**config.mk**
```make
export PLATFORM = sky130hd
export DESIGN_NAME = tw_eeprom_engine
export DESIGN_NICKNAME = d
export VERILOG_FILES = /design/src/rtl/tw_eep_pkg.sv /design/src/rtl/tw_eep_pace.sv /design/src/rtl/tw_eep_shift.sv /design/src/rtl/tw_eep_seq.sv /design/src/rtl/tw_eeprom_engine.sv
export SDC_FILE = /design/constraint.sdc
export NUM_CORES = 1
export LEC_CHECK = 0
export CAP_MARGIN = 30
export CORE_UTILIZATION = 51
export DETAILED_ROUTE_END_ITERATION = 16
export GPL_TIMING_DRIVEN = 0
export PLACE_DENSITY = 0.79
export SETUP_SLACK_MARGIN = 0.15
export SLEW_MARGIN = 20
export SYNTH_ARGS = -nofsm -noshare
export SYNTH_HDL_FRONTEND = slang
export SYNTH_HIERARCHICAL = 1
export SYNTH_SLANG_ARGS = --single-unit
```
**constraint.sdc**
```tcl
create_clock -name clk -period 3.4 [get_ports clk]
set_input_delay 0.68 -clock clk [delete_from_list [all_inputs] [get_ports clk]]
set_output_delay 0.68 -clock clk [all_outputs]
set_load 0.02 [all_outputs]
```
**src/rtl/tw_eep_pkg.sv**
```systemverilog
package tw_eep_pkg;

    typedef enum logic [1:0] {
        OP_NONE  = 2'b00,
        OP_WRITE = 2'b01,
        OP_READ  = 2'b10,
        OP_ERASE = 2'b11
    } ee_op_e;

    typedef enum logic [2:0] {
        ST_IDLE,
        ST_SETUP,
        ST_CLK_HI,
        ST_CLK_LO,
        ST_HOLD,
        ST_GAP,
        ST_FINISH
    } ee_state_e;

endpackage

```
**src/rtl/tw_eep_pace.sv**
```systemverilog
// Phase timer: one tick every (latched half_delay + 1) cycles while running.
module tw_eep_pace #(
    parameter int DLY_W = 8
) (
    input  logic             clk,
    input  logic             rst_n,
    input  logic             load,
    input  logic [DLY_W-1:0] half_in,
    input  logic             run,
    output logic             tick
);
    logic [DLY_W-1:0] hd_q;
    logic [DLY_W-1:0] cnt_q;

    assign tick = run && (cnt_q == hd_q);

    always_ff @(posedge clk) begin
        if (!rst_n) begin
            hd_q  <= '0;
            cnt_q <= '0;
        end else begin
            if (load) begin
                hd_q <= half_in;
            end
            if (load || !run || tick) begin
                cnt_q <= '0;
            end else begin
                cnt_q <= cnt_q + 1'b1;
            end
        end
    end

    AST_PACE_BOUND: assert property (@(posedge clk) disable iff (!rst_n)
        run |-> (cnt_q <= hd_q)) else $error("phase counter overran");

endmodule

```
**src/rtl/tw_eep_shift.sv**
```systemverilog
// Frame shifter: outgoing frame register and incoming word register.
module tw_eep_shift
    import tw_eep_pkg::*;
#(
    parameter int ADDR_W  = 6,
    parameter int DATA_W  = 16,
    parameter int FRAME_W = 27
) (
    input  logic              clk,
    input  logic              rst_n,
    input  logic              load,
    input  logic [1:0]        op,
    input  logic [ADDR_W-1:0] addr,
    input  logic [DATA_W-1:0] wdata,
    input  logic              advance,
    input  logic              capture,
    input  logic              ee_do,
    output logic              di_bit,
    output logic              last_bit,
    output logic [DATA_W-1:0] rd_word
);
    localparam int IDX_W = $clog2(FRAME_W);

    logic [FRAME_W-1:0] tx_q;
    logic [IDX_W-1:0]   idx_q;
    logic [DATA_W-1:0]  rx_q;
    logic [FRAME_W-1:0] frame;
    logic [DATA_W-1:0]  data_field;

    assign data_field = (ee_op_e'(op) == OP_WRITE) ? wdata : '0;
    assign frame      = {1'b0, 1'b1, op, addr, 1'b0, data_field};

    assign di_bit   = tx_q[FRAME_W-1];
    assign last_bit = (idx_q == IDX_W'(FRAME_W - 1));
    assign rd_word  = rx_q;

    always_ff @(posedge clk) begin
        if (!rst_n) begin
            tx_q  <= '0;
            idx_q <= '0;
            rx_q  <= '0;
        end else if (load) begin
            tx_q  <= frame;
            idx_q <= '0;
            rx_q  <= '0;
        end else begin
            if (advance) begin
                tx_q  <= {tx_q[FRAME_W-2:0], 1'b0};
                idx_q <= idx_q + 1'b1;
            end
            if (capture) begin
                rx_q <= {rx_q[DATA_W-2:0], ee_do};
            end
        end
    end

    AST_IDX_BOUND: assert property (@(posedge clk) disable iff (!rst_n)
        idx_q <= IDX_W'(FRAME_W - 1)) else $error("bit index past frame");

    AST_NO_SHIFT_PAST_END: assert property (@(posedge clk) disable iff (!rst_n)
        advance |-> !last_bit) else $error("shift after final bit");

endmodule

```
**src/rtl/tw_eep_seq.sv**
```systemverilog
// Transaction sequencer: state register, next-state logic, decoded outputs.
module tw_eep_seq
    import tw_eep_pkg::*;
(
    input  logic       clk,
    input  logic       rst_n,
    input  logic       req_valid,
    input  logic [1:0] req_op,
    input  logic       tick,
    input  logic       last_bit,
    output logic       accept,
    output logic       advance,
    output logic       capture,
    output logic       pace_run,
    output logic       cs,
    output logic       sk,
    output logic       di_en,
    output logic       busy,
    output logic       done
);
    ee_state_e state_q;
    ee_state_e state_d;

    assign accept = (state_q == ST_IDLE) && req_valid && (ee_op_e'(req_op) != OP_NONE);

    always_ff @(posedge clk) begin
        if (!rst_n) begin
            state_q <= ST_IDLE;
        end else begin
            state_q <= state_d;
        end
    end

    always_comb begin
        state_d = state_q;
        unique case (state_q)
            ST_IDLE:   if (accept) state_d = ST_SETUP;
            ST_SETUP:  if (tick) state_d = ST_CLK_HI;
            ST_CLK_HI: if (tick) state_d = last_bit ? ST_HOLD : ST_CLK_LO;
            ST_CLK_LO: if (tick) state_d = ST_CLK_HI;
            ST_HOLD:   if (tick) state_d = ST_GAP;
            ST_GAP:    if (tick) state_d = ST_FINISH;
            ST_FINISH: state_d = ST_IDLE;
            default:   state_d = ST_IDLE;
        endcase
    end

    always_comb begin
        cs       = 1'b0;
        sk       = 1'b0;
        di_en    = 1'b0;
        pace_run = 1'b0;
        capture  = 1'b0;
        advance  = 1'b0;
        busy     = (state_q != ST_IDLE);
        done     = 1'b0;
        unique case (state_q)
            ST_IDLE: ;
            ST_SETUP: begin
                cs = 1'b1; di_en = 1'b1; pace_run = 1'b1; capture = tick;
            end
            ST_CLK_HI: begin
                cs = 1'b1; sk = 1'b1; di_en = 1'b1; pace_run = 1'b1;
                advance = tick && !last_bit;
            end
            ST_CLK_LO: begin
                cs = 1'b1; di_en = 1'b1; pace_run = 1'b1; capture = tick;
            end
            ST_HOLD: begin
                cs = 1'b1; pace_run = 1'b1;
            end
            ST_GAP: begin
                pace_run = 1'b1;
            end
            ST_FINISH: begin
                done = 1'b1;
            end
            default: ;
        endcase
    end

    AST_BAD_OP_IGNORED: assert property (@(posedge clk) disable iff (!rst_n)
        (state_q == ST_IDLE && req_valid && ee_op_e'(req_op) == OP_NONE)
        |=> (state_q == ST_IDLE)) else $error("null op started a frame");

    AST_BUSY_HOLDS: assert property (@(posedge clk) disable iff (!rst_n)
        (busy && !done) |=> busy) else $error("busy dropped early");

    AST_FINISH_TO_IDLE: assert property (@(posedge clk) disable iff (!rst_n)
        done |=> (state_q == ST_IDLE)) else $error("no return to idle");

endmodule

```
**src/rtl/tw_eeprom_engine.sv**
```systemverilog
module tw_eeprom_engine #(
    parameter int ADDR_W = 6,
    parameter int DATA_W = 16,
    parameter int DLY_W  = 8
) (
    input  logic              clk,
    input  logic              rst_n,
    input  logic              req_valid,
    input  logic [1:0]        req_op,
    input  logic [ADDR_W-1:0] req_addr,
    input  logic [DATA_W-1:0] req_wdata,
    input  logic [DLY_W-1:0]  half_delay,
    output logic              busy,
    output logic              done,
    output logic [DATA_W-1:0] rd_data,
    output logic              ee_cs,
    output logic              ee_sk,
    output logic              ee_di,
    input  logic              ee_do
);
    localparam int FRAME_W = 1 + 3 + ADDR_W + 1 + DATA_W;
    localparam int RISE_W  = $clog2(FRAME_W + 1);

    logic accept, advance, capture, pace_run, tick;
    logic last_bit, di_bit, di_en;

    tw_eep_seq u_seq (
        .clk      (clk),
        .rst_n    (rst_n),
        .req_valid(req_valid),
        .req_op   (req_op),
        .tick     (tick),
        .last_bit (last_bit),
        .accept   (accept),
        .advance  (advance),
        .capture  (capture),
        .pace_run (pace_run),
        .cs       (ee_cs),
        .sk       (ee_sk),
        .di_en    (di_en),
        .busy     (busy),
        .done     (done)
    );

    tw_eep_pace #(.DLY_W(DLY_W)) u_pace (
        .clk    (clk),
        .rst_n  (rst_n),
        .load   (accept),
        .half_in(half_delay),
        .run    (pace_run),
        .tick   (tick)
    );

    tw_eep_shift #(.ADDR_W(ADDR_W), .DATA_W(DATA_W), .FRAME_W(FRAME_W)) u_shift (
        .clk     (clk),
        .rst_n   (rst_n),
        .load    (accept),
        .op      (req_op),
        .addr    (req_addr),
        .wdata   (req_wdata),
        .advance (advance),
        .capture (capture),
        .ee_do   (ee_do),
        .di_bit  (di_bit),
        .last_bit(last_bit),
        .rd_word (rd_data)
    );

    assign ee_di = di_en & di_bit;

    // Edge counter used only by the checks below.
    logic              sk_q;
    logic [RISE_W-1:0] rises_q;

    always_ff @(posedge clk) begin
        if (!rst_n) begin
            sk_q    <= 1'b0;
            rises_q <= '0;
        end else begin
            sk_q <= ee_sk;
            if (accept) begin
                rises_q <= '0;
            end else if (ee_sk && !sk_q) begin
                rises_q <= rises_q + 1'b1;
            end
        end
    end

    AST_FRAME_LENGTH: assert property (@(posedge clk) disable iff (!rst_n)
        done |-> (rises_q == RISE_W'(FRAME_W))) else $error("wrong edge count");

    AST_SK_NEEDS_CS: assert property (@(posedge clk) disable iff (!rst_n)
        ee_sk |-> ee_cs) else $error("clock outside select");

    AST_DI_STABLE_HIGH: assert property (@(posedge clk) disable iff (!rst_n)
        (ee_sk && $past(ee_sk)) |-> $stable(ee_di)) else $error("data moved while clock high");

    AST_DONE_PULSE: assert property (@(posedge clk) disable iff (!rst_n)
        done |=> !done) else $error("done longer than one cycle");

    AST_DONE_WITH_BUSY: assert property (@(posedge clk) disable iff (!rst_n)
        done |-> (busy && !ee_cs)) else $error("done outside busy");

endmodule

```
== After elaboration in Yosys (flattened, before gate mapping) ==
Index checks and enable logic that the tools add are counted.

* Bits in registers: 67
* Output and inout port bits: 21
* Word-level logic and storage cells: 61

* $add $sub $neg: 2
* Equality and inequality tests: 14
* Multiplexer cells: 17
* Bitwise gates (word level): 2
* Reduce and logical (&&, ||, !) cells: 19

{| class="wikitable"
|+ Operators by type and width
! operator !! number
|-
| 26-bit 2-to-1 mux || 2
|-
| 3-bit 2-to-1 mux || 6
|-
| 16-bit 2-to-1 mux || 1
|-
| 3-bit case mux with 5 select lines || 1
|-
| 2-bit by 1-bit != test with 1-bit output, second input constant || 5
|-
| 3-bit == test, second input constant || 3
|-
| 8-bit by 1-bit adder with 8-bit output, second input constant || 1
|-
| 8-bit == test || 1
|-
| 1-bit 2-to-1 mux || 7
|-
| 3-bit by 2-bit == test with 1-bit output, second input constant || 2
|-
| 2-bit OR reduction || 3
|-
| 5-bit by 1-bit adder with 5-bit output, second input constant || 1
|-
| 5-bit == test, second input constant || 1
|-
| 5-bit AND reduction || 1
|-
| 5-bit OR reduction || 1
|-
| 1-bit logical AND || 4
|-
| 2-bit nonzero test || 2
|-
| 4-bit OR reduction || 1
|-
| 3-bit by 1-bit == test with 1-bit output, second input constant || 1
|-
| 3-bit zero test || 1
|-
| 3-bit nonzero test || 1
|-
| 3-bit OR reduction || 1
|-
| 2-bit by 1-bit == test with 1-bit output, second input constant || 1
|-
| 1-bit zero test || 2
|-
| 3 further kinds || 4
|}

== Longest topological paths before layout ==
* Depth after elaboration: 8
* Gate-level depth with buffers: 11
* Depth with buffers taken out: 8

== By module ==
The synthesis kept the hierarchy.

{| class="wikitable"
|+ Modules (own cells, without submodules)
! module !! times used !! cells an instance !! area an instance (sq um)
|-
| tw_eep_shift || 1 || 179 || 2018.2
|-
| tw_eep_pace || 1 || 71 || 710.7
|-
| tw_eep_seq || 1 || 32 || 239.0
|-
| tw_eeprom_engine || 1 || 1 || 6.3
|}

== Worst setup path after synthesis ==
OpenSTA, ideal clock, no wires.

* Path type: reg-to-reg
* From: register u_seq.state_q[1]
* To: register u_shift.tx_q[23]
* Data arrival time: 2.285 ns
* Required time: 3.284 ns
* Slack: 0.999 ns
* Stages on the path, launching flop included: 10
* Path through: dfxtp_1 -> or3_4 -> and2_1 -> nand2_1 -> nor3_1 -> nor4b_1 -> buf_6 -> buf_6 -> mux2_2 -> o211a_1

* Word-level cells in the longest chain between the ends: 7
* Elaborated cells on any way between the ends: 15
* Those cells by class: eq/ne (5); mux (3); reduce/logical (7)

{| class="wikitable"
|+ RTL lines
! element !! RTL line !! source
|-
| start, declared || tw_eep_seq.sv:21 || <nowiki>ee_state_e state_q;</nowiki>
|-
| start signal, assigned || tw_eep_seq.sv:30 || <nowiki>state_q <= state_d;</nowiki>
|-
| 3-bit == test, or another cell as far along || tw_eep_seq.sv:57 || <nowiki>unique case (state_q)</nowiki>
|-
| 5-bit OR reduction (no source line) (*) || n/a ||
|-
| 1-bit 2-to-1 mux (*) || tw_eep_seq.sv:57 ||
|-
| via pace_run || tw_eeprom_engine.sv:24 || <nowiki>logic accept, advance, capture, pace_run, tick;</nowiki>
|-
| 1-bit logical AND (*) || tw_eep_pace.sv:15 || <nowiki>assign tick = run && (cnt_q == hd_q);</nowiki>
|-
| via tick || tw_eeprom_engine.sv:24 ||
|-
| 1-bit logical AND (*) || tw_eep_seq.sv:64 || <nowiki>advance = tick && !last_bit;</nowiki>
|-
| 1-bit 2-to-1 mux (*) || tw_eep_seq.sv:57 ||
|-
| via advance || tw_eeprom_engine.sv:24 ||
|-
| 2-bit nonzero test (no source line) (*) || n/a ||
|-
| end signal, assigned || tw_eep_shift.sv:43 || <nowiki>tx_q <= frame;</nowiki>
|-
| end signal, assigned || tw_eep_shift.sv:48 || <nowiki>tx_q <= {tx_q[FRAME_W-2:0], 1'b0};</nowiki>
|-
| end, declared || tw_eep_shift.sv:24 || <nowiki>logic [FRAME_W-1:0] tx_q;</nowiki>
|}

Mark *: on every way through the listed nets, which the timed path passes. The rest lies on a longest branch.
A chain may end at the register's enable or synchronous reset.

== Final worst setup path ==
* From: register u_seq.state_q[2]
* To: register u_shift.tx_q[24]

Same word-level chain as after synthesis.

==> key figures <==
Worst setup path
  • Reg-to-reg startpoint: u_seq/state_q[2]
  • Slowest stage cell, crit path: nor3_1
  • CP max stage delay: between 300 and 400 ps
  • Crit path buf inv count: 3
  • Startpoint types: flop
  • Critical path destination: u_shift/tx_q[24]
  • CP Class: flop to flop
  • Max FO, Critical Path: 10
  • Worst path cell trace: clkbuf_1, nand2_1, and2_1, nand2_1, nor3_1, nor4b_1, buf_6, buf_6, mux2_2, o211a_1
  • Reg2reg path depth: 10
  • Worst path top cell family by delay: simple AND/OR/NAND/NOR gates
  • Critical path depth in cells: 10
  • FF-to-FF setup slack: 770 ps
  • Worst EP arrival: 2860 ps
  • CP Capture Type: flop
  • WP data required: ~3600 ps
  • R2R Path End: u_shift/tx_q[24]
  • Crit path launch: u_seq/state_q[2]

Power and ir drop
  • Net Sw Power: 0.453 mW
  • Sequential share of power: 44.3%
  • P_leak: between 1 and 1.5 nW
  • Net Sw Frac: 23.6%
  • Clock power frac: 40.7%
  • Max IR drop VDD: 0.318 mV
  • Part of the power in combinational logic: between 10% and 20%
  • Internal: 1.47 mW
  • Pwr/cell area: about 500 mW/mm^2

Die
  • Die Area: 0.00614 sq mm
  • Die Wd: 78.4 um
  • Initial core utilization: 53.4%
  • Top Ports: 57
  • Total core area: roughly 0.0056 sq mm
  • Chip Height: 78.4 um
  • Number of cell rows: 27

Route
  • Avg WL per Cell: roughly 13 um
  • Routed Antenna Nets: 0
  • DR DRC count: 0
  • DRT iter0 DRCs: 55
  • Vias per inst: 5.17
  • Drt total wl: roughly 5400 um
  • Router iterations before antenna repair: 5
  • Vias after detailed routing: roughly 2,200

Clock network
  • CTS Sinks: 67
  • Clk Latency, worst-skew pair: ~340 ps
  • Clock transition at path regs: approximately 60 ps
  • PostCTS Resize Cnt: 0
  • CTS tree: built
  • CTS Buffer Depth: 2
  • Clk root buf: clkbuf_8
  • Total CTS buffers: 9
  • CTS Hold Bufs: 0
  • CTS H-tree lvls: 3
  • Total setup buffers inserted after CTS: 0

Final layout
  • Layout area overhead: 30.2%
  • Diodes inserted: 0
  • Post-layout net count: 389
  • Footprint of the multi-input gates: 0.00152 sq mm
  • Layout cell share with drive strength beyond 1: 12.4%
  • Fillcell total: 452
  • Register Area: 0.00134 sq mm

Synthesis
  • Yosys cell types: 40
  • Predominant post-synthesis flop cell: dfxtp_1
  • Multiplexer share of the synthesized area: 19.1%
  • Async S/R FF share, synth: 0%
  • Post-synthesis adder-cell area fraction: 1.26%
  • Avg Cell Area, Syn: 10.5 sq um
  • Synth Area in Simple Gates: ~16%
  • #FFs+latches synth: 67
  • Post-synth EDFFs: 0
  • Synth Area in Compound Gates: between 10% and 20%
  • Synth Warn #: 6
  • Largest family of logic cells by synthesized area: multiplexers
  • Seq/Total Area, Yosys: 45.1%
  • Synth Area in XOR/XNOR: 4.71%
  • Post-synthesis cell area: 0.00297 sq mm
  • Mapped Nets: about 320
  • Mapped Cells: 283

STA
  • Max Freq: 381 MHz
  • Max Clock Skew: 9.54 ps
  • Hold Fails Final Rpt: 0
  • RSZ-0062 raised after global routing: false
  • Slew @ Worst Pin: between 600 and 700 ps
  • Slew HR: 58.0%
  • Final count of pins violating max slew: 0
  • Min cycle time layout: 2630 ps
  • Setup-failing EPs final: 0
  • Final period util: 77.3%
  • Hold Slack: 506 ps
  • Setup TNS: 0 ps

Placed design
  • DP HPWL: 3940 um
  • Routability cong.: 0.748
  • Quantity of I/O buffers inserted on ports: 56

Worst hold path
  • Worst min path class: flop to flop

GRT
  • Vias in the first global route: ~2,100
  • Total GRT Usage: roughly 19%
  • Overflow after GRT: 0
  • First-pass GRT wire length: slightly above 9000 um
  • Largest net degree at the start of global routing: 22
  • Initial antenna violation count: 0

Status
  • Status: finished clean

Run
  • Max_cap viols: 0
==> worst min-delay path: cells and delay by family, from the launching register on <==
kind          cells  cell delay (ps)
simple gates      1               80
mux               1               60
flops             1              320
==> flip-flops by register name, summed over array words and instances (netlist names) <==
name,cells
u_shift/tx_q,27
u_seq/state_q,3
u_pace/hd_q,8
u_shift/idx_q,5
u_shift/rd_word,16
u_pace/cnt_q,8
==> metrics by stage <==
step	util [%]	power (mW)	area [sq um]	setup WS, ps	instances
CTS	69.5	1.94	3870	744	427
global route	69.5	2.01	3870	554	427
global placement	65.0	1.15	3620	779	411
detailed placement	65.0	1.16	3620	776	411
floorplan	-	1.06	2970	999	283
finish	69.5	1.92	3870	773	427
==> synthesized netlist by cell type, types with 4 or more instances <==
library cell	count	area (sq um)
xor2_1	5	43.8
nor2b_1	9	56.3
dfxtp_1	67	1340
nand2_1	7	26.3
nand2b_1	9	56.3
buf_2	7	35.0
clkbuf_1	4	15.0
nand3b_1	4	30.0
nand3_1	6	30.0
mux2i_1	45	450
o2bb2ai_1	15	131
mux2_2	9	101
o211a_1	8	80.1
xnor2_1	11	96.3
nor2_1	35	131
==> cell type report <==
| class | instances | area share (%) |
|---|---|---|
| buffer | 17 | 2.75 |
| clock buffer | 13 | 4.62 |
| clock inverter | 3 | 1.75 |
| inverter | 2 | 0.194 |
| multi-input combinational | 197 | 39.2 |
| sequential | 67 | 34.6 |
| tap | 72 | 2.33 |
| timing repair buffer | 56 | 14.5 |
==> power groups by stage <==
stage	clock [mW]	sequential, mW	combinational, mW
floorplan	0	0.861	0.197
global placement	0	0.867	0.287
detailed placement	0	0.869	0.293
CTS	0.800	0.852	0.293
global route	0.831	0.857	0.318
finish	0.782	0.852	0.289
==> layout by cell type (no fill, tap or decap), types with 3 or more instances in the layout <==
cell type | netlist | routed
buf_4 | 3 | 3
xor2_1 | 5 | 5
ha_1 | 3 | 3
xnor2_1 | 11 | 11
clkdlybuf4s50_1 | 0 | 56
nand3b_1 | 4 | 4
o2bb2ai_1 | 15 | 15
mux2i_1 | 45 | 45
clkbuf_8 | 0 | 13
buf_2 | 7 | 7
nand2_1 | 7 | 7
dfxtp_1 | 67 | 67
nor2b_1 | 9 | 9
buf_6 | 3 | 3
nor2_1 | 35 | 35
nand3_1 | 6 | 6
nand4_1 | 3 | 3
nand2b_1 | 9 | 9
clkbuf_1 | 4 | 4
o211a_1 | 8 | 8
mux2_2 | 9 | 9
==> cells by family after synthesis <==
logic type,Yosys count
AO/OA/AOI/OAI,34
XOR/XNOR,16
adder cells (fa/ha/maj),3
buffers and inverters,19
flip-flops,67
multiplexers,55
AND/OR/NAND/NOR,89
==> how the worst min path moves through the flow <==
stage                          start                to  slack (ps)  depth (start not counted)
floorplan           u_shift/tx_q[26]  u_shift/tx_q[26]         450                          2
global placement    u_shift/tx_q[26]  u_shift/tx_q[26]         470                          2
detailed placement  u_shift/idx_q[4]  u_shift/idx_q[4]         500                          2
CTS                 u_shift/idx_q[4]  u_shift/idx_q[4]         510                          2
global route        u_shift/idx_q[4]  u_shift/idx_q[4]         520                          2
finish              u_shift/idx_q[4]  u_shift/idx_q[4]         510                          2
==> layer usage <==
metal | routed length [um] | track usage [%]
met1 | 2520 | 22.6
met2 | 2610 | 32.6
met3 | 173 | 3.60
met4 | 121 | 12.8
met5 | 0 | 0
(Power assumes the default switching activity.)
